===== config.mk =====
export PLATFORM = sky130hd
export DESIGN_NAME = pol_pattern_gen
export DESIGN_NICKNAME = d
export VERILOG_FILES = /design/src/rtl/pol_pkg.sv /design/src/rtl/pol_scan_track.sv /design/src/rtl/pol_frame_ctrl.sv /design/src/rtl/pol_combiner.sv /design/src/rtl/pol_pattern_gen.sv
export SDC_FILE = /design/constraint.sdc
export NUM_CORES = 1
export LEC_CHECK = 0
export CAP_MARGIN = 20
export CORE_AREA = 5 5 42 44
export CTS_CLUSTER_DIAMETER = 150
export DETAILED_ROUTE_END_ITERATION = 8
export DIE_AREA = 0 0 47 49
export SYNTH_ARGS = -nofsm -noshare
export SYNTH_HDL_FRONTEND = slang
export SYNTH_SLANG_ARGS = --single-unit

===== constraint.sdc =====
create_clock -name clk -period 2.8 [get_ports clk]
set_input_delay 0.28 -clock clk [delete_from_list [all_inputs] [get_ports clk]]
set_output_delay 0.28 -clock clk [all_outputs]
set_load 0.03 [all_outputs]

===== src/rtl/pol_pkg.sv =====
package pol_pkg;
  typedef enum logic [1:0] {
    POL_FRAME  = 2'b00,
    POL_LINE   = 2'b01,
    POL_COLUMN = 2'b10,
    POL_DOT    = 2'b11
  } pol_mode_e;

  localparam int unsigned POL_MODE_W = 2;
endpackage


===== src/rtl/pol_scan_track.sv =====
module pol_scan_track #(
  parameter int unsigned COL_GROUP = 1
) (
  input  logic clk,
  input  logic rst_n,
  input  logic line_start_i,
  input  logic frame_start_i,
  output logic row_par_o,
  output logic col_par_o
);
  logic row_q, row_d;
  logic col_q, col_d;
  logic restart_col;

  assign restart_col = line_start_i | frame_start_i;

  always_comb begin
    if (frame_start_i)     row_d = 1'b0;
    else if (line_start_i) row_d = ~row_q;
    else                   row_d = row_q;
  end

  generate
    if (COL_GROUP <= 1) begin : g_direct
      always_comb begin
        if (restart_col) col_d = 1'b0;
        else             col_d = ~col_q;
      end
    end else begin : g_grouped
      localparam int unsigned CNT_W = $clog2(COL_GROUP);
      localparam logic [CNT_W-1:0] CNT_LAST = CNT_W'(COL_GROUP - 1);
      logic [CNT_W-1:0] cnt_q, cnt_d;

      always_comb begin
        if (restart_col) begin
          cnt_d = '0;
          col_d = 1'b0;
        end else if (cnt_q == CNT_LAST) begin
          cnt_d = '0;
          col_d = ~col_q;
        end else begin
          cnt_d = cnt_q + 1'b1;
          col_d = col_q;
        end
      end

      always_ff @(posedge clk or negedge rst_n) begin
        if (!rst_n) cnt_q <= '0;
        else        cnt_q <= cnt_d;
      end
    end
  endgenerate

  always_ff @(posedge clk or negedge rst_n) begin
    if (!rst_n) begin
      row_q <= 1'b0;
      col_q <= 1'b0;
    end else begin
      row_q <= row_d;
      col_q <= col_d;
    end
  end

  assign row_par_o = row_d;
  assign col_par_o = col_d;


  row_restart_chk: assert property (@(posedge clk) disable iff (!rst_n)
    frame_start_i |=> !row_q);


  col_restart_chk: assert property (@(posedge clk) disable iff (!rst_n)
    (line_start_i || frame_start_i) |=> !col_q);
endmodule


===== src/rtl/pol_frame_ctrl.sv =====
module pol_frame_ctrl
  import pol_pkg::*;
(
  input  logic                  clk,
  input  logic                  rst_n,
  input  logic                  frame_start_i,
  input  logic [POL_MODE_W-1:0] mode_i,
  output logic                  phase_o,
  output pol_mode_e             mode_o
);
  logic      phase_q, phase_d;
  pol_mode_e mode_q, mode_d;

  always_comb begin
    phase_d = phase_q;
    mode_d  = mode_q;
    if (frame_start_i) begin
      phase_d = ~phase_q;
      mode_d  = pol_mode_e'(mode_i);
    end
  end

  always_ff @(posedge clk or negedge rst_n) begin
    if (!rst_n) begin
      phase_q <= 1'b0;
      mode_q  <= POL_FRAME;
    end else begin
      phase_q <= phase_d;
      mode_q  <= mode_d;
    end
  end

  assign phase_o = phase_d;
  assign mode_o  = mode_d;


  mode_hold_chk: assert property (@(posedge clk) disable iff (!rst_n)
    !frame_start_i |=> $stable(mode_q));


  phase_flip_chk: assert property (@(posedge clk) disable iff (!rst_n)
    frame_start_i |=> (phase_q != $past(phase_q)));


  phase_hold_chk: assert property (@(posedge clk) disable iff (!rst_n)
    !frame_start_i |=> $stable(phase_q));
endmodule


===== src/rtl/pol_combiner.sv =====
module pol_combiner
  import pol_pkg::*;
(
  input  logic      clk,
  input  logic      rst_n,
  input  logic      phase_i,
  input  logic      row_par_i,
  input  logic      col_par_i,
  input  pol_mode_e mode_i,
  output logic      pol_o,
  output logic      line_pol_o
);
  logic use_row, use_col;
  logic line_pol_d, pol_d;

  assign use_row = mode_i[0];
  assign use_col = mode_i[1];

  always_comb begin
    line_pol_d = phase_i ^ (row_par_i & use_row);
    pol_d      = line_pol_d ^ (col_par_i & use_col);
  end

  always_ff @(posedge clk or negedge rst_n) begin
    if (!rst_n) begin
      pol_o      <= 1'b0;
      line_pol_o <= 1'b0;
    end else begin
      pol_o      <= pol_d;
      line_pol_o <= line_pol_d;
    end
  end
endmodule


===== src/rtl/pol_pattern_gen.sv =====
module pol_pattern_gen
  import pol_pkg::*;
#(
  parameter int unsigned COL_GROUP = 1
) (
  input  logic       clk,
  input  logic       rst_n,
  input  logic       line_start_i,
  input  logic       frame_start_i,
  input  logic [1:0] mode_i,
  output logic       pol_o,
  output logic       line_pol_o
);
  logic      phase_cur;
  logic      row_cur;
  logic      col_cur;
  pol_mode_e mode_cur;

  pol_frame_ctrl u_frame (
    .clk           (clk),
    .rst_n         (rst_n),
    .frame_start_i (frame_start_i),
    .mode_i        (mode_i),
    .phase_o       (phase_cur),
    .mode_o        (mode_cur)
  );

  pol_scan_track #(.COL_GROUP(COL_GROUP)) u_scan (
    .clk           (clk),
    .rst_n         (rst_n),
    .line_start_i  (line_start_i),
    .frame_start_i (frame_start_i),
    .row_par_o     (row_cur),
    .col_par_o     (col_cur)
  );

  pol_combiner u_comb (
    .clk        (clk),
    .rst_n      (rst_n),
    .phase_i    (phase_cur),
    .row_par_i  (row_cur),
    .col_par_i  (col_cur),
    .mode_i     (mode_cur),
    .pol_o      (pol_o),
    .line_pol_o (line_pol_o)
  );


  frame_uniform_chk: assert property (@(posedge clk) disable iff (!rst_n)
    (mode_cur == POL_FRAME && !frame_start_i) |=> $stable(pol_o));


  line_row_flat_chk: assert property (@(posedge clk) disable iff (!rst_n)
    (mode_cur == POL_LINE && !frame_start_i && !line_start_i) |=> $stable(pol_o));


  column_line_pol_chk: assert property (@(posedge clk) disable iff (!rst_n)
    (mode_cur == POL_COLUMN && !frame_start_i) |=> $stable(line_pol_o));


  dot_follow_col_chk: assert property (@(posedge clk) disable iff (!rst_n)
    (mode_cur == POL_DOT && !frame_start_i && !line_start_i) |=>
      ((pol_o != $past(pol_o)) == ($past(col_cur) != $past(col_cur, 2))));
endmodule


==> impl_metrics.env, run 1 <==
export IMPL_io_buffers=7
export IMPL_cts_resized_gates=0
export IMPL_worstSetupStartpointType="flip-flop"
export IMPL_synth_nets=29
export IMPL_gp_congestion=0.744
export IMPL_crit_chain="clkdlybuf4s50_1"
export IMPL_p_leak_nw=0.170
export IMPL_dominantRegCellSynth="dfrtp_1"
export IMPL_fmax_ghz=0.663
export IMPL_worst_r2r_setup_slack_ps=1630
export IMPL_skew_ps=4.74
export IMPL_tns_ps=0
export IMPL_syn_inst=23
export IMPL_crit_buf_inv=1
export IMPL_synth_async_reset_ratio_pct=100
export IMPL_final_hold_viol_count=0
export IMPL_outcome="finished clean"
export IMPL_cp_top_family="buffers and inverters"
export IMPL_coreArea_um2=1400
export IMPL_wl_um=512
export IMPL_cts_root_buf="clkbuf_4"
export IMPL_reg2reg_depth=4
export IMPL_grt_pass1_wl_um=945
export IMPL_yosysTopAreaCellShare_pct=58.3
export IMPL_synth_top_cells_by_area="dfrtp_1 58%, mux2_2 7.5%, xnor2_1 5.8%"
export IMPL_slowest_delay_ps=660
export IMPL_dp_cells=45
export IMPL_grt_pass1_vias=238
export IMPL_area_growth_pct=37.5
export IMPL_antenna_left=0
export IMPL_hp_class="primary input to asynchronous set/reset pin"
export IMPL_fillers=157
export IMPL_viasPerCell=4.08
export IMPL_timing_hold_ws_ps=288
export IMPL_ys_warn_count=0
export IMPL_maxSlewViolCount=0
export IMPL_clockBufferDepth=2
export IMPL_arrival_ps=1230
export IMPL_endpoint_kind="primary output"
export IMPL_drive_gt1_share_pct=21.2
export IMPL_seq_area_frac_synth_pct=58.3
export IMPL_cts_tree="yes"
export IMPL_critPathMaxFanout=1
export IMPL_final_cell_count_no_fill=49
export IMPL_p_total_mw=0.340
export IMPL_synth_edf_count=0
export IMPL_post_synth_top_count_cell="dfrtp_1"
export IMPL_crit_slowest_cell="clkdlybuf4s50_1"
export IMPL_drtIter0Drc=0
export IMPL_post_cts_buffers=0
export IMPL_crit_required_ps=2520
export IMPL_finalCriticalPeriod_ps=1510
export IMPL_ys_top_cells_by_count="7 x dfrtp_1, 2 x a21oi_1, 2 x mux2_2, 2 x or2b_1, 2 x xnor2_1"
export IMPL_die_w_um=47
export IMPL_clk_pin_slew_ps=50
export IMPL_dp_hpwl_um=407
export IMPL_overflow=0
export IMPL_yosysUniqueCellTypes=13
export IMPL_finalWorstSetupSlack_ps=1290
export IMPL_wl_per_cell_um=10.4
export IMPL_cts_buffers=3
export IMPL_drc=0
export IMPL_num_vias=200
export IMPL_insertion_delay_ps=250
export IMPL_die_y_um=49
export IMPL_tightest_slew_ps=318
export IMPL_antenna_cells=0
export IMPL_die_area_um2=2300
export IMPL_start_util_pct=21.4
export IMPL_finalSetupViolations=0
export IMPL_irDropWorstVdd_uv=362
export IMPL_nets=40
export IMPL_cts_sinks=7
export IMPL_regToRegEndpoint="u_comb.pol_o$_DFF_PN0_"
export IMPL_synth_top_area_cell="dfrtp_1"
export IMPL_crit_cells=1
export IMPL_r2r_start="u_scan.row_q$_DFF_PN0_"
export IMPL_syn_area_um2=300
export IMPL_startpoint="u_comb.pol_o$_DFF_PN0_"
export IMPL_grtUsageTotal_pct=6.16
export IMPL_endpoint="pol_o"
export IMPL_htreeDepth=1
export IMPL_num_rows=14
export IMPL_period_share_pct=53.9
export IMPL_avgSynthCellArea_um2=13.1
export IMPL_rsz0062_at_grt="no"
export IMPL_antenna_found_initial=0
export IMPL_critPathKind="flip-flop to primary output"
export IMPL_p_per_area_nw_per_um2=823
export IMPL_dp_slack_ps=1240
export IMPL_drv_cap=0
export IMPL_max_slew_margin_pct=78.7
export IMPL_cts_hold_buffers=0
export IMPL_io_pins=8
export IMPL_ys_ff_latch=7
export IMPL_first_pass_iters=1
export IMPL_grt_max_degree=8
==> how the worst min path moves through the flow <==
stage | slack [ps] | from | endpoint | depth (start not counted)
6_report | 290 | rst_n | u_comb.line_pol_o$_DFF_PN0_ | 1
3_3_place_gp | 440 | u_scan.col_q$_DFF_PN0_ | u_scan.col_q$_DFF_PN0_ | 1
5_1_grt | 310 | rst_n | u_scan.row_q$_DFF_PN0_ | 1
2_1_floorplan | -20 | rst_n | u_comb.line_pol_o$_DFF_PN0_ | 0
4_1_cts | 300 | rst_n | u_comb.pol_o$_DFF_PN0_ | 1
3_5_place_dp | 450 | u_scan.col_q$_DFF_PN0_ | u_scan.col_q$_DFF_PN0_ | 1
==> state kept, by name (all words and copies together) (netlist names) <==
register and flops:
u_scan.col_q 1, u_frame.phase_q 1, u_scan.row_q 1, u_frame.mode_q 2, u_comb.line_pol_o 1, u_comb.pol_o 1
==> layout make-up <==
class	instances	area (um2)	area share, %
Tap cell	16	20.0	4.85
Multi-Input combinational cell	15	121	29.4
Timing Repair Buffer	7	70.1	17.0
Clock buffer	4	26.3	6.36
Sequential cell	7	175	42.4
==> placed cells by master, fill, tap and decap left out <==
master and instances:
clkdlybuf4s50_1 7, clkbuf_1 1, o21ai_2 1, dfrtp_1 7
xor2_1 1, xnor2_1 2, a221oi_2 1, mux2_2 2
nand2_1 1, nor3_1 1, a21oi_1 2, clkbuf_4 3
or2b_1 2, a211oi_1 1, and2b_1 1
==> stage by stage <==
step / instance area [um2] / utilization (%)
floorplan: 300 / -
global placement: 387 / 27.6
detailed placement: 387 / 27.6
CTS: 413 / 29.5
global route: 413 / 29.5
finish: 413 / 29.5
==> report_power, final <==
group | switching, mW | internal [mW] | leakage, nW
Combinational | 0.0514 | 0.0522 | 0.0708
Sequential | 0.0171 | 0.128 | 0.0845
Clock | 0.0365 | 0.0543 | 0.0150
==> routing by layer <==
layer	global-route usage [%]	part of all wire, %	wire, um
met4	5.53	0	0
met5	0	0	0
met3	3.32	6.1	31
met1	5.37	41	212
met2	9.50	52	268
==> cell families (layout without fill, tap and decap cells) <==
| group | count (synthesis) | after routing | share of synthesized area [%] |
|---|---|---|---|
| flops | 7 | 7 | 58.3 |
| simple gates | 5 | 5 | 10.4 |
| buf+inv | 1 | 11 | 1.25 |
| compound gates | 5 | 5 | 13.8 |
| xor+xnor | 3 | 3 | 8.75 |
| mux | 2 | 2 | 7.50 |
(Power assumes the default switching activity.)
==> run 2: changes to the inputs <==
==> constraint.sdc (replaced) <==
create_clock -name clk -period 1.55 [get_ports clk]
set_input_delay 0.155 -clock clk [delete_from_list [all_inputs] [get_ports clk]]
set_output_delay 0.155 -clock clk [all_outputs]
set_load 0.03 [all_outputs]
==> run 2 against run 1 <==
Effect of this change: sequential power up 80%; die area unchanged; utilization stayed put; first-iteration DRC count unchanged; register-to-register slack got worse by 1300 ps; hold slack worse by 120 ps; critical endpoint unchanged.
==> impl_metrics.env, run 2 (same netlist as run 1, synthesis figures left out) <==
export IMPL_worstSetupStartpointType="flip-flop"
export IMPL_swShare_pct=30.3
export IMPL_cts_root_buf="clkbuf_4"
export IMPL_grt_pass1_vias=203
export IMPL_outcome="finished clean"
export IMPL_die_y_um=49
export IMPL_num_rows=14
export IMPL_grtUsageTotal_pct=4.96
export IMPL_cp_top_family="buffers and inverters"
export IMPL_p_per_area_nw_per_um2=1470
export IMPL_grt_pass1_wl_um=703
export IMPL_hp_class="primary input to asynchronous set/reset pin"
export IMPL_p_sw_mw=0.184
export IMPL_top_register="u_frame.mode_q"
export IMPL_critPathKind="flip-flop to primary output"
export IMPL_p_clk_share_pct=26.1
export IMPL_maxSlewViolCount=0
export IMPL_top_usage_layer="met2"
export IMPL_period_share_pct=89.3
export IMPL_use_met2_pct=7.24
export IMPL_cts_resized_gates=0
export IMPL_final_cell_mix="7 x clkdlybuf4s50_1, 7 x dfrtp_1, 3 x clkbuf_4"
export IMPL_coreArea_um2=1400
export IMPL_dp_hpwl_um=385
export IMPL_tightest_slew_ps=308
export IMPL_final_hold_viol_count=0
export IMPL_tns_ps=0
export IMPL_die_w_um=47
export IMPL_cts_sinks=7
export IMPL_viasPerCell=4.31
export IMPL_power_internal_mw=0.424
export IMPL_reg2reg_depth=4
export IMPL_cts_hold_buffers=0
export IMPL_endpoint_kind="primary output"
export IMPL_skew_ps=1.34
export IMPL_timing_hold_ws_ps=164
export IMPL_grtUsageMet1_pct=3.15
export IMPL_crit_buf_inv=1
export IMPL_nets=40
export IMPL_die_area_um2=2300
export IMPL_io_buffers=7
export IMPL_antenna_found_initial=0
export IMPL_rsz0062_at_grt="no"
export IMPL_max_slew_margin_pct=79.4
export IMPL_cts_buffers=3
export IMPL_drc=0
export IMPL_cts_tree="yes"
export IMPL_comb_power_share_pct=31.0
export IMPL_irDropWorstVdd_uv=546
export IMPL_antenna_left=0
export IMPL_crit_chain="clkdlybuf4s50_1"
export IMPL_crit_slowest_cell="clkdlybuf4s50_1"
export IMPL_p_leak_nw=0.170
export IMPL_fmax_ghz=0.722
export IMPL_num_vias=211
export IMPL_gp_congestion=0.759
export IMPL_arrival_ps=1230
export IMPL_drtIter0Drc=0
export IMPL_grt_util_met3_pct=3.32
export IMPL_r2r_start="u_scan.row_q$_DFF_PN0_"
export IMPL_start_util_pct=21.4
export IMPL_critPathMaxFanout=1
export IMPL_post_cts_buffers=0
export IMPL_largest_reg_flops=2
export IMPL_finalCriticalPeriod_ps=1380
export IMPL_seqPwrFrac_pct=42.9
export IMPL_crit_required_ps=1390
export IMPL_finalSetupViolations=0
export IMPL_grt_max_degree=8
export IMPL_antenna_cells=0
export IMPL_drv_cap=0
export IMPL_first_pass_iters=1
export IMPL_htreeDepth=1
export IMPL_io_pins=8
export IMPL_slowest_delay_ps=660
export IMPL_clk_pin_slew_ps=50
export IMPL_drive_gt1_share_pct=21.2
export IMPL_regToRegEndpoint="u_comb.pol_o$_DFF_PN0_"
export IMPL_worst_r2r_setup_slack_ps=380
export IMPL_overflow=0
export IMPL_wl_um=477
export IMPL_clockBufferDepth=2
export IMPL_area_growth_pct=37.5
export IMPL_insertion_delay_ps=240
export IMPL_wl_per_cell_um=9.73
-- run 2: cell counts in the layout (fill, tap and decap cells not counted) --
Identical to the previous run, type by type.
-- run 2: worst max path at each step --
| stage | from | end | slack (ps) | depth (start not counted) |
|---|---|---|---|---|
| after floorplan | u_scan.row_q$_DFF_PN0_ | u_comb.pol_o$_DFF_PN0_ | 450 | 4 |
| after global placement | line_start_i | u_comb.pol_o$_DFF_PN0_ | 150 | 5 |
| after detailed placement | line_start_i | u_comb.pol_o$_DFF_PN0_ | 120 | 5 |
| after CTS | u_comb.pol_o$_DFF_PN0_ | pol_o | 140 | 1 |
| after global routing | u_comb.pol_o$_DFF_PN0_ | pol_o | 140 | 1 |
| final | u_comb.pol_o$_DFF_PN0_ | pol_o | 170 | 1 |
-- run 2: cell type report --
type | count | area (um2)
multi-input cells | 15 | 121
repair buffers | 7 | 70.1
fillers | 154 | 988
well taps | 16 | 20.0
clock buffers | 4 | 26.3
flip-flops and latches | 7 | 175
-- run 2: power groups by stage --
stage | Clock (mW) | Combinational (mW) | Sequential (mW)
global placement | 0 | 0.189 | 0.267
CTS | 0.169 | 0.192 | 0.262
floorplan | 0 | 0.0582 | 0.318
detailed placement | 0 | 0.191 | 0.266
finish | 0.159 | 0.189 | 0.261
global route | 0.171 | 0.200 | 0.266
-- run 2: metal layers --
metal | vias to the layer above | share of wire (%)
li1 | 102 | -
met1 | 99 | 34
met2 | 6 | 52
met3 | 4 | 6.7
met4 | 0 | 6.5
met5 | - | 0
-- run 2: per-stage QoR --
step	area, um2	instances	power, mW	util (%)	setup slack, ps
after floorplan	300	23	0.376	-	451
after global placement	387	45	0.456	27.6	148
after detailed placement	387	45	0.457	27.6	123
after CTS	413	49	0.623	29.5	140
after global routing	413	49	0.637	29.5	135
final	413	49	0.608	29.5	166
==> run 3: changes to the inputs <==
--- a/config.mk
+++ b/config.mk
@@ -5,7 +5,6 @@
 export SDC_FILE = /design/constraint.sdc
 export NUM_CORES = 1
 export LEC_CHECK = 0
-export CAP_MARGIN = 20
 export CORE_AREA = 5 5 42 44
 export CTS_CLUSTER_DIAMETER = 150
 export DETAILED_ROUTE_END_ITERATION = 8
==> results of run 3 <==
The final DEF is identical to that of run 2; final timing and power are the same.
